### config.mk
export PLATFORM = sky130hd
export DESIGN_NAME = pkt_framer
export DESIGN_NICKNAME = d
export VERILOG_FILES = /design/src/rtl/pkt_frm_pkg.sv /design/src/rtl/pkt_frm_trigger.sv /design/src/rtl/pkt_frm_patgen.sv /design/src/rtl/pkt_frm_seq.sv /design/src/rtl/pkt_framer.sv
export SDC_FILE = /design/constraint.sdc
export NUM_CORES = 1
export LEC_CHECK = 0
export BUFFER_PORTS_ARGS = -buffer_cell sky130_fd_sc_hd__buf_4
export CORE_MARGIN = 3
export CORE_UTILIZATION = 47
export CTS_CLUSTER_DIAMETER = 100
export DETAILED_ROUTE_END_ITERATION = 7
export HOLD_SLACK_MARGIN = 0.1
export MAX_ROUTING_LAYER = met4
export PLACE_DENSITY = 0.73
export SYNTH_ARGS = -nofsm -noshare
export SYNTH_HDL_FRONTEND = slang
export SYNTH_SLANG_ARGS = --single-unit
### constraint.sdc
create_clock -name clk -period 1.45 [get_ports clk]
set_input_delay 0.2175 -clock clk [delete_from_list [all_inputs] [get_ports clk]]
set_output_delay 0.2175 -clock clk [all_outputs]
set_load 0.03 [all_outputs]
### src/rtl/pkt_frm_pkg.sv
package pkt_frm_pkg;

  typedef enum logic {
    FS_IDLE = 1'b0,
    FS_BODY = 1'b1
  } frm_state_t;

  localparam logic [7:0] K_IDLE_BYTE = 8'hBC;
  localparam logic [7:0] K_SOP_BYTE  = 8'hFB;

  function automatic logic level_covers(input int unsigned level, input int unsigned need);
    return level >= need;
  endfunction

  function automatic logic may_start(input logic busy, input logic ready,
                                     input logic avail, input logic armed);
    return !busy && ready && avail && armed;
  endfunction

endpackage

### src/rtl/pkt_frm_trigger.sv
module pkt_frm_trigger #(
  parameter int LVL_W     = 10,
  parameter int BLK_WORDS = 239
) (
  input  logic             clk,
  input  logic             rst_n,
  input  logic             cfg_auto,
  input  logic             cfg_pat,
  input  logic             sw_req,
  input  logic             enc_ready,
  input  logic [LVL_W-1:0] fifo_level,
  input  logic             busy,
  output logic             start,
  output logic             req_pend
);
  import pkt_frm_pkg::*;

  logic data_avail;
  logic armed;

  assign data_avail = cfg_pat | level_covers(32'(fifo_level), BLK_WORDS);
  assign armed      = cfg_auto | req_pend;
  assign start      = may_start(busy, enc_ready, data_avail, armed);

  always_ff @(posedge clk) begin
    if (!rst_n) begin
      req_pend <= 1'b0;
    end else if (start) begin
      req_pend <= 1'b0;
    end else if (!busy && sw_req && !cfg_auto) begin
      req_pend <= 1'b1;
    end
  end

  // a request cannot become held while a block runs
  p_req_ignored_busy_r6: assert property (@(posedge clk) disable iff (!rst_n)
    busy && !req_pend |=> !req_pend);

  // starting a block consumes the held request, same-cycle pulse included
  p_req_consumed_r6: assert property (@(posedge clk) disable iff (!rst_n)
    start |=> !req_pend);

endmodule

### src/rtl/pkt_frm_patgen.sv
module pkt_frm_patgen #(
  parameter int W = 16
) (
  input  logic         clk,
  input  logic         rst_n,
  input  logic         adv,
  output logic [W-1:0] pat_word
);

  always_ff @(posedge clk) begin
    if (!rst_n) begin
      pat_word <= '0;
    end else if (adv) begin
      pat_word <= pat_word + 1'b1;
    end
  end

  // each consumed pattern word is followed by its successor
  p_pat_step_r8: assert property (@(posedge clk) disable iff (!rst_n)
    adv |=> pat_word == W'($past(pat_word) + 1'b1));

  // the counter holds while no pattern word is consumed
  p_pat_hold_r8: assert property (@(posedge clk) disable iff (!rst_n)
    !adv |=> $stable(pat_word));

endmodule

### src/rtl/pkt_frm_seq.sv
module pkt_frm_seq #(
  parameter int BLK_WORDS = 239
) (
  input  logic clk,
  input  logic rst_n,
  input  logic start,
  input  logic cfg_pat,
  output logic busy,
  output logic blk_src
);
  import pkt_frm_pkg::*;

  localparam int CNT_W = (BLK_WORDS > 1) ? $clog2(BLK_WORDS) : 1;
  localparam logic [CNT_W-1:0] LAST = CNT_W'(BLK_WORDS - 1);

  frm_state_t       st;
  logic [CNT_W-1:0] cnt;

  assign busy = (st == FS_BODY);

  always_ff @(posedge clk) begin
    if (!rst_n) begin
      st      <= FS_IDLE;
      cnt     <= '0;
      blk_src <= 1'b0;
    end else begin
      case (st)
        FS_IDLE: if (start) begin
          st      <= FS_BODY;
          cnt     <= '0;
          blk_src <= cfg_pat;
        end
        FS_BODY: if (cnt == LAST) begin
          st <= FS_IDLE;
        end else begin
          cnt <= cnt + 1'b1;
        end
        default: st <= FS_IDLE;
      endcase
    end
  end

  // the source chosen at block start is held through the block
  p_src_hold_r9: assert property (@(posedge clk) disable iff (!rst_n)
    busy && $past(busy) |-> $stable(blk_src));

  // the word counter never runs past the block length
  p_cnt_bound_r3: assert property (@(posedge clk) disable iff (!rst_n)
    cnt <= LAST);

endmodule

### src/rtl/pkt_framer.sv
module pkt_framer #(
  parameter int DATA_W     = 16,
  parameter int BLK_WORDS  = 239,
  parameter int FIFO_DEPTH = 512,
  parameter int LVL_W      = $clog2(FIFO_DEPTH + 1),
  parameter int LANES      = DATA_W / 8
) (
  input  logic              clk,
  input  logic              rst_n,
  input  logic              cfg_pattern_src,
  input  logic              cfg_auto_send,
  input  logic              sw_send_req,
  input  logic              enc_ready,
  input  logic [DATA_W-1:0] fifo_rd_data,
  input  logic [LVL_W-1:0]  fifo_level,
  output logic              fifo_rd_en,
  output logic [DATA_W-1:0] tx_data,
  output logic [LANES-1:0]  tx_is_k
);
  import pkt_frm_pkg::*;

  logic              start;
  logic              req_pend;
  logic              busy;
  logic              blk_src;
  logic              pat_adv;
  logic [DATA_W-1:0] pat_word;
  logic [DATA_W-1:0] comma_w;
  logic [DATA_W-1:0] sop_w;

  for (genvar i = 0; i < LANES; i++) begin : g_lane
    assign comma_w[i*8 +: 8] = K_IDLE_BYTE;
    assign sop_w[i*8 +: 8]   = K_SOP_BYTE;
  end

  pkt_frm_trigger #(.LVL_W(LVL_W), .BLK_WORDS(BLK_WORDS)) u_trig (
    .clk        (clk),
    .rst_n      (rst_n),
    .cfg_auto   (cfg_auto_send),
    .cfg_pat    (cfg_pattern_src),
    .sw_req     (sw_send_req),
    .enc_ready  (enc_ready),
    .fifo_level (fifo_level),
    .busy       (busy),
    .start      (start),
    .req_pend   (req_pend)
  );

  pkt_frm_seq #(.BLK_WORDS(BLK_WORDS)) u_seq (
    .clk     (clk),
    .rst_n   (rst_n),
    .start   (start),
    .cfg_pat (cfg_pattern_src),
    .busy    (busy),
    .blk_src (blk_src)
  );

  assign pat_adv    = busy & blk_src;
  assign fifo_rd_en = busy & ~blk_src;

  pkt_frm_patgen #(.W(DATA_W)) u_pat (
    .clk      (clk),
    .rst_n    (rst_n),
    .adv      (pat_adv),
    .pat_word (pat_word)
  );

  always_ff @(posedge clk) begin
    if (!rst_n) begin
      tx_data <= comma_w;
      tx_is_k <= '1;
    end else if (busy) begin
      tx_data <= blk_src ? pat_word : fifo_rd_data;
      tx_is_k <= '0;
    end else if (start) begin
      tx_data <= sop_w;
      tx_is_k <= '1;
    end else begin
      tx_data <= comma_w;
      tx_is_k <= '1;
    end
  end

  // idle with no start gives a comma word next cycle
  p_idle_comma_r2: assert property (@(posedge clk) disable iff (!rst_n)
    !busy && !start |=> (tx_data == comma_w && tx_is_k == '1));

  // every cycle inside a block emits a data word with clear flags
  p_data_flag_r3: assert property (@(posedge clk) disable iff (!rst_n)
    busy |=> tx_is_k == '0);

  // a start word on the line means the block body is running
  p_sop_then_body_r3: assert property (@(posedge clk) disable iff (!rst_n)
    (tx_is_k == '1 && tx_data == sop_w) |-> busy);

  // a block only begins after the encoder showed ready
  p_start_ready_r4: assert property (@(posedge clk) disable iff (!rst_n)
    $rose(busy) |-> $past(enc_ready));

  // the FIFO is never popped while empty
  p_no_underflow_r7: assert property (@(posedge clk) disable iff (!rst_n)
    fifo_rd_en |-> fifo_level != '0);

endmodule

==> reports/qor.csv, run 1 <==
metric,value,unit
crit_path_max_fanout,6,
hold_violations,0,
regToRegEndpoint,u_pat.pat_word[14],
path_delay_family,simple AND/OR/NAND/NOR gates,
synth_area_per_cell,9.10,um2
synth-seq-area-share,0.454,
synth_nets,248,
clock-sinks,44,
vias_per_cell,5.13,
fp.dieW,70.2,um
grt_max_degree,20,
clkTransAtPathRegs,0.08,ns
grt_pass1_vias,1638,
min_from,fifo_rd_data[3],
drt_iter0_drc,116,
yosysTopAreaCell,dfxtp_1,
fillers,299,
ant_nets,0,
clk_latency,0.30,ns
num-nets-final,326,
startpoint_type,register,
clock-skew-final,0.00698,ns
r2r_slack,0.03,ns
whs_path_depth,3,
cellLeakagePower,1.15,nW
whs_endpoint,tx_data[3],
fp-row-count,22,
use_met2,0.299,
numPortBuffers,50,
drive_above_1_share,0.411,
period_minus_slack,1.42,ns
final-max-slew-violation-count,0,
cp.required,1.68,ns
numCtsBuffers,5,
diodes,0,
relSlewSlack,0.760,
grt_pass1_wl,7400,um
reg2reg_depth,5,
worstPathCellList,ha_4 > and4_4 > nand4_4 > or3_1 > a21oi_2,
grt_use_met1,0.241,
yosysTopAreaCellShare,0.454,
end_kind,register,
synth-seq-cells,44,
path_buf_inv,0,
io_pins,51,
root_buffer,clkbuf_8,
grt_overflow,0,
grt_usage,0.190,
cts_tree,built,
cts_hold_buf,0,
utilization,0.716,
synth_area,1940,um2
critical_path_arrival,1.65,ns
max_freq,0.705,GHz
worst_pin_slew,0.355,ns
slowest_stage,dfxtp_2,
rsz0062_at_grt,yes,
wl_per_cell,13.1,um
dieArea,4930,um2
pre_cts_ws,-0.0960,ns
ys_warn_count,0,
use_met3,0.0388,
synthesis.instances,213,
vias,1745,
multiInputGateArea,1030,um2
start_util,0.507,
dp_hpwl,3110,um
status,"complete, no violations",
worstHoldPathType,in -> reg,
fin_ws,0.0312,ns
setup_tns,0,ns
power.total,2.55,mW
regArea,893,um2
h-tree-depth,2,
antenna_found_initial,0,
max-clock-path-buffers,2,
worst_hold_slack,0.128,ns
maxCapViolCount,0,
post-route-drc-count,0,
min_period_over_period,0.978,
critical_path_class,reg -> reg,
timing.rr.start,u_pat.pat_word[0],
max-vdd-ir-drop,0.704,mV
place_congestion,0.858,
fp.dieH,70.2,um
busiest_layer,met2,
synth_cell_types,38,
synth_area_leaders,"dfxtp_1, mux2i_1, nand2_1, nor2_1, a21oi_1",
p_per_area,929,nW/um2
firstDrtPassIters,4,
finalSetupViolations,0,
area_growth,41.4,%
slowest_delay,0.36,ns
wl,4460,um
core_area,3830,um2
## state kept, by name (all words and copies together), names as in the netlist
register	count
u_seq.blk_src	1
u_trig.req_pend	1
tx_data	16
u_seq.busy	1
tx_is_k	1
u_seq.cnt	8
u_pat.pat_word	16
## layer usage
layer | wire, um | vias to the layer above
li1 | - | 892
met1 | 1980 | 800
met2 | 2170 | 48
met3 | 262 | 5
met4 | 53 | 0
met5 | 0 | -
## tightest hold or removal path, delay by kind of cell
| kind | cells | cell delay (ns) |
|---|---|---|
| buf+inv | 1 | 0.08 |
| mux | 1 | 0.05 |
| simple gates | 1 | 0.05 |
## worst max path at each step
stage	start	endpoint	slack (ns)	cells past startpoint
after floorplan	u_seq.blk_src	fifo_rd_en	0.0009	4
after global placement	cfg_pattern_src	tx_data[6]	-0.05	5
after detailed placement	cfg_pattern_src	tx_data[6]	-0.1	5
after CTS	u_pat.pat_word[1]	u_pat.pat_word[10]	0.002	5
after global routing	u_pat.pat_word[0]	u_pat.pat_word[10]	-0.03	6
final	u_pat.pat_word[0]	u_pat.pat_word[14]	0.03	5
## layout by cell type, fill, tap and decap left out, types with 4 or more instances in the layout
master and n:
buf_4 77, dfxtp_1 36, nand2_1 31, nor2_1 20, a21oi_1 12, mux2i_1 12
nand3_1 9, o21ai_0 7, dfxtp_2 7, inv_1 6, xor2_1 6, xnor2_1 6
mux2_2 6, clkbuf_8 5, nand4_1 4, or3_1 4
## cells in the mapped netlist
library cell	number
a211oi_1	1
a21oi_1	15
a41o_1	1
a41oi_1	1
and4_1	2
and4_4	2
buf_2	4
buf_4	2
clkbuf_1	4
dfxtp_1	44
ha_1	3
inv_1	6
mux2_2	6
mux2i_1	12
nand2_1	32
nand2b_1	3
nand3_1	9
nand3_2	1
nand4_1	4
nand4_2	1
nand4_4	1
nor2_1	21
nor2b_1	1
nor3_1	3
nor4_4	1
o211ai_1	2
o21ai_0	7
o21ai_2	1
o22ai_1	1
o31ai_1	1
o31ai_2	1
o32ai_1	1
or2_1	1
or3_1	4
or3_2	1
or4_1	1
xnor2_1	6
xor2_1	6
## cell families (layout without fill, tap and decap cells)
kind of cell             count (synthesis)  after routing  synth area share
buffers and inverters                   16             95            0.0374
AO/OA/AOI/OAI                           32             32             0.101
adder cells (fa/ha/maj)                  3              3            0.0194
XOR/XNOR                                12             12            0.0542
AND/OR/NAND/NOR                         88             88             0.237
multiplexers                            18             18            0.0968
flip-flops                              44             44             0.454
## per-stage QoR
stage / cells / instance area (um2)
after floorplan: 213 / 1940
after global placement: 329 / 2530
after detailed placement: 329 / 2530
after CTS: 339 / 2690
after global routing: 340 / 2740
final: 340 / 2740
## repair_timing
item                       CTS  global route
pin swaps                    1             4
setup endpoints to repair    5            10
buffers inserted             2             1
gates resized for setup      8            17
## report_power, final
| group | internal [mW] | switching [mW] | total [mW] |
|---|---|---|---|
| clock network | 0.511 | 0.412 | 0.923 |
| logic | 0.177 | 0.187 | 0.363 |
| registers | 1.24 | 0.0175 | 1.26 |
## final cells by class
class,count,area share
repair buffers,81,0.229
flip-flops and latches,44,0.326
inverters,6,0.00822
clock buffers,6,0.0265
clock inverters,2,0.0128
multi-input cells,153,0.376
well taps,48,0.0219
Power figures use the tool's default switching activity.
==> run 2, diff against run 1 <==
Settings changed: CORE_UTILIZATION 47 to 52, PLACE_DENSITY 0.73 to 0.77.
Clock period 1.45 ns to 1.6 ns, I/O delays scaled along.
==> run 2 against run 1 <==
Compared with the run above:
- power is 7.6% lower
- non-clock buffer count is 24 lower
- maximum frequency shrank 5.3%
- combinational power fell by 17%
- worst hold slack better by 0.031 ns
- die area is 8.8% lower
- via count down 6.1%
- clock-buffer cell count grew 1
- setup slack improved by 0.071 ns
- core utilization grew 0.50 points
- sequential cell count unchanged
- critical endpoint is now u_pat.pat_word[10]
- largest power group unchanged
==> reports/qor.csv, run 2 (synthesis results as in run 1) <==
metric,value,unit
area_growth,29.0,%
placed_area,2370,um2
p_per_area,940,nW/um2
startpoint_type,register,
stdcell_count,314,
cts_resized,0,
most-common-layout-cells,"buf_4, dfxtp_1, nand2_1",
cellLeakagePower,1.02,nW
fp.dieW,67.1,um
fp-row-count,21,
reg.largest.list,"tx_data (16), u_pat.pat_word (16), u_seq.cnt (8)",
antenna_found_initial,0,
grt_overflow,0,
max-vdd-ir-drop,0.609,mV
vias_per_cell,5.22,
dp_hpwl,2860,um
clock-skew-final,0.00647,ns
setup_tns,0,ns
pre_cts_ws,0.0412,ns
crit_start,u_pat.pat_word[1],
rsz0062_at_grt,no,
status,"complete, no violations",
cp.required,1.84,ns
cts_tree,built,
h-tree-depth,2,
numCtsBuffers,5,
fin_ws,0.102,ns
ant_nets,0,
cts_setup_buffers,0,
worst_hold_slack,0.159,ns
place_inst,306,
fillers,281,
utilization,0.722,
clk_latency,0.29,ns
max-clock-path-buffers,2,
relSlewSlack,0.756,
whs_path_depth,3,
numPortBuffers,50,
min_period_over_period,0.936,
firstDrtPassIters,4,
power.total,2.35,mW
grt_pass1_vias,1529,
multiInputGateArea,986,um2
fp.dieH,67.1,um
place_congestion,0.861,
diodes,0,
grt_max_degree,21,
cts_hold_buf,0,
critical_path_class,reg -> reg,
clock-sinks,44,
regToRegEndpoint,u_pat.pat_word[10],
critical_path_arrival,1.74,ns
end_kind,register,
worstHoldPathType,in -> reg,
drt_iter0_drc,77,
maxCapViolCount,0,
num-nets-final,302,
crit_path_max_fanout,6,
start_util,0.559,
min_from,fifo_rd_data[13],
finalSetupViolations,0,
root_buffer,clkbuf_8,
final_area,2500,um2
max_freq,0.667,GHz
period_minus_slack,1.50,ns
drive_above_1_share,0.302,
layout_commonest_cell,buf_4,
dieArea,4500,um2
vias,1638,
core_area,3470,um2
timing.rr.start,u_pat.pat_word[1],
worst_pin_slew,0.364,ns
clkTransAtPathRegs,0.08,ns
final-max-slew-violation-count,0,
grt_pass1_wl,6600,um
wl_per_cell,12.4,um
wl,3900,um
post-route-drc-count,0,
reg2reg_depth,5,
whs_endpoint,tx_data[13],
r2r_slack,0.10,ns
hold_violations,0,
grt_usage,0.197,
io_pins,51,
regArea,882,um2
-- run 2: worst max-delay path, stage by stage, from the launching register on --
cell     delay (ns)
dfxtp_1        0.38
ha_1           0.19
and4_4         0.26
nand4_4        0.13
or4_1          0.42
nand2_1        0.07
-- run 2: layout make-up --
class,count,share of cell area
Multi-Input combinational cell,153,0.394
Clock inverter,1,0.0120
Clock buffer,7,0.0385
Timing Repair Buffer,57,0.171
Tap cell,46,0.0230
Sequential cell,44,0.353
Inverter,6,0.00900
-- run 2: power by group --
| group | switching (mW) | internal, mW |
|---|---|---|
| Sequential | 0.0167 | 1.13 |
| Clock | 0.359 | 0.551 |
| Combinational | 0.159 | 0.140 |
| Total | 0.535 | 1.82 |
-- run 2: per-layer routing --
layer	track usage	part of all wire	vias up
met4	0.0734	0.010	0
met5	-	0	-
met1	0.238	0.45	738
li1	-	-	848
met2	0.325	0.48	47
met3	0.0371	0.063	5
-- run 2: how the worst max path moves through the flow --
stage,end,slack [ns],cells past startpoint
6_report,u_pat.pat_word[10],0.10,5
5_1_grt,u_pat.pat_word[10],0.0006,5
4_1_cts,u_pat.pat_word[10],0.06,5
3_5_place_dp,tx_data[6],0.04,5
3_3_place_gp,tx_data[0],0.07,5
2_1_floorplan,fifo_rd_en,0.13,4
==> run 3, diff against run 2 <==
Settings changed: PLACE_DENSITY 0.77 to 0.76, SYNTH_HIERARCHICAL set to 1.
==> run 3 against run 2 <==
Compared with the run above:
- worst hold slack got worse by 0.0027 ns
- die area increased by 4.3%
- sequential share of layout area is 2.1 points lower
- highest routed layer unchanged
- routed wire length rose by 8.7%
- core utilization fell by 0.26 points
- largest power group unchanged
- sequential cell count is the same
- combinational power up 5%
- maximum frequency fell by 2.5%
- power is 7.9% lower
- synthesized cell count unchanged
- clock power decreased by 22%
- first-iteration DRC count up 71%
==> reports/qor.csv, run 3 <==
metric,value,unit
h-tree-depth,2,
post-route-drc-count,0,
clock-skew-final,0.00585,ns
reg2reg_depth,5,
max-vdd-ir-drop,0.479,mV
whs_endpoint,tx_data[11],
ant_nets,0,
final-max-slew-violation-count,0,
critical_path_arrival,1.76,ns
rsz0062_at_grt,no,
diodes,0,
cts_tree,built,
drt_iter0_drc,132,
r2r_slack,0.06,ns
dieArea,4690,um2
grt_overflow,0,
fp.dieH,68.5,um
fp.dieW,68.5,um
place_congestion,0.865,
root_buffer,clkbuf_8,
wl_per_cell,13.1,um
yosysTopAreaCellShare,0.433,
synth_ff_type,dfxtp_1,
core_area,3720,um2
clkTransAtPathRegs,0.08,ns
synth_area_per_cell,9.54,um2
io_pins,51,
numCtsBuffers,5,
wl,4240,um
synth_enable_flop_cells,0,
cts_hold_buf,0,
synth_cell_types,47,
critical_path_class,reg -> reg,
netlist_top_cells_count,"dfxtp_1, mux2i_1, nand2_1, nor2_1, a21oi_1",
hold_violations,0,
grt_pass1_vias,1621,
cp.required,1.83,ns
firstDrtPassIters,4,
drive_above_1_share,0.356,
end_kind,register,
synth.most_common_cell,dfxtp_1,
clk_latency,0.29,ns
worstHoldPathType,in -> reg,
synth-seq-cells,44,
min_from,fifo_rd_data[11],
synth-seq-area-share,0.433,
crit_path_max_fanout,5,
max_freq,0.651,GHz
reg.largest.list,"tx_data (16), u_pat/pat_word (16), u_seq/cnt (8)",
vias_per_cell,5.42,
timing.rr.start,u_seq/busy,
startpoint_type,register,
period_minus_slack,1.54,ns
start_util,0.547,
layout_commonest_cell,buf_4,
synth_nets,248,
grt_pass1_wl,6910,um
yosysTopAreaCell,dfxtp_1,
async_reset_ff_frac,0,
status,"complete, no violations",
vias,1751,
power.total,2.17,mW
synthesis.instances,213,
numPortBuffers,50,
dp_hpwl,3140,um
ys_warn_count,6,
worst_hold_slack,0.156,ns
synth_area_leaders,"dfxtp_1, mux2i_1, nand2_1, a21oi_1, nor2_1",
whs_path_depth,3,
fillers,307,
num-nets-final,309,
most-common-layout-cells,"buf_4, dfxtp_1, mux2i_1",
worst_pin_slew,0.431,ns
area_growth,31.5,%
p_per_area,811,nW/um2
min_period_over_period,0.961,
antenna_found_initial,0,
clock-sinks,44,
fp-row-count,22,
finalSetupViolations,0,
max-clock-path-buffers,2,
relSlewSlack,0.713,
grt_usage,0.199,
synth_area,2030,um2
grt_max_degree,25,
cellLeakagePower,1.08,nW
regToRegEndpoint,u_pat/pat_word[13],
maxCapViolCount,0,
[run 3: cell families (layout without fill, tap and decap cells)]
family	Yosys count	count (layout)	synth area share
buffers and inverters	18	80	0.0493
flip-flops	44	44	0.433
AO/OA/AOI/OAI	28	28	0.0924
adder cells (fa/ha/maj)	3	3	0.0185
multiplexers	24	24	0.118
XOR/XNOR	10	10	0.0431
AND/OR/NAND/NOR	86	86	0.245
[run 3: worst max-delay path by stage]
stage | startpoint | to | slack, ns | cells after the start
floorplan | u_seq/blk_src | u_pat/pat_word[13] | -0.02 | 7
global placement | u_seq/busy | u_seq/blk_src | 0.07 | 6
detailed placement | fifo_level[1] | u_seq/blk_src | 0.06 | 7
CTS | u_pat/pat_word[0] | u_pat/pat_word[14] | 0.02 | 4
global route | u_seq/busy | u_pat/pat_word[13] | 0.003 | 5
finish | u_seq/busy | u_pat/pat_word[13] | 0.06 | 5
[run 3: repair_timing]
item	4_1_cts	5_1_grt
endpoints found under the setup margin	0	12
buffers inserted	0	2
gates resized for setup	0	11
[run 3: worst max-delay path: stages, from the launching register on]
cell and delay (ns):
dfxtp_2 0.36, and2_4 0.18, nand4_4 0.12, nor4_4 0.27, or3b_4 0.42, a21oi_2 0.12
[run 3: cell type report]
class | count | area [um2] | area share
Timing Repair Buffer | 65 | 513 | 0.192
Clock buffer | 6 | 82.6 | 0.0309
Tap cell | 48 | 60.1 | 0.0225
Inverter | 7 | 26.3 | 0.00984
Multi-Input combinational cell | 151 | 1090 | 0.409
Clock inverter | 2 | 10.0 | 0.00375
Sequential cell | 44 | 886 | 0.332
[run 3: through the flow]
| step | instance area, um2 | setup WS, ns | utilization | TNS (ns) | instances |
|---|---|---|---|---|---|
| floorplan | 2040 | -0.0230 | - | -0.0230 | 213 |
| global placement | 2510 | 0.0661 | 0.675 | 0 | 313 |
| detailed placement | 2510 | 0.0560 | 0.675 | 0 | 313 |
| CTS | 2600 | 0.0224 | 0.700 | 0 | 321 |
| global route | 2670 | 0.00309 | 0.719 | 0 | 323 |
| finish | 2670 | 0.0628 | 0.719 | 0 | 323 |
[run 3: per-layer routing]
| layer | part of all wire | global-route usage |
|---|---|---|
| met2 | 0.49 | 0.322 |
| met5 | 0 | - |
| met1 | 0.43 | 0.243 |
| met3 | 0.066 | 0.0502 |
| met4 | 0.0099 | 0.0620 |
[run 3: power by group]
part | total (mW) | leakage (nW) | internal [mW] | switching, mW
Clock | 0.707 | 0.0510 | 0.345 | 0.362
Combinational | 0.315 | 0.673 | 0.149 | 0.166
Sequential | 1.14 | 0.359 | 1.13 | 0.0149
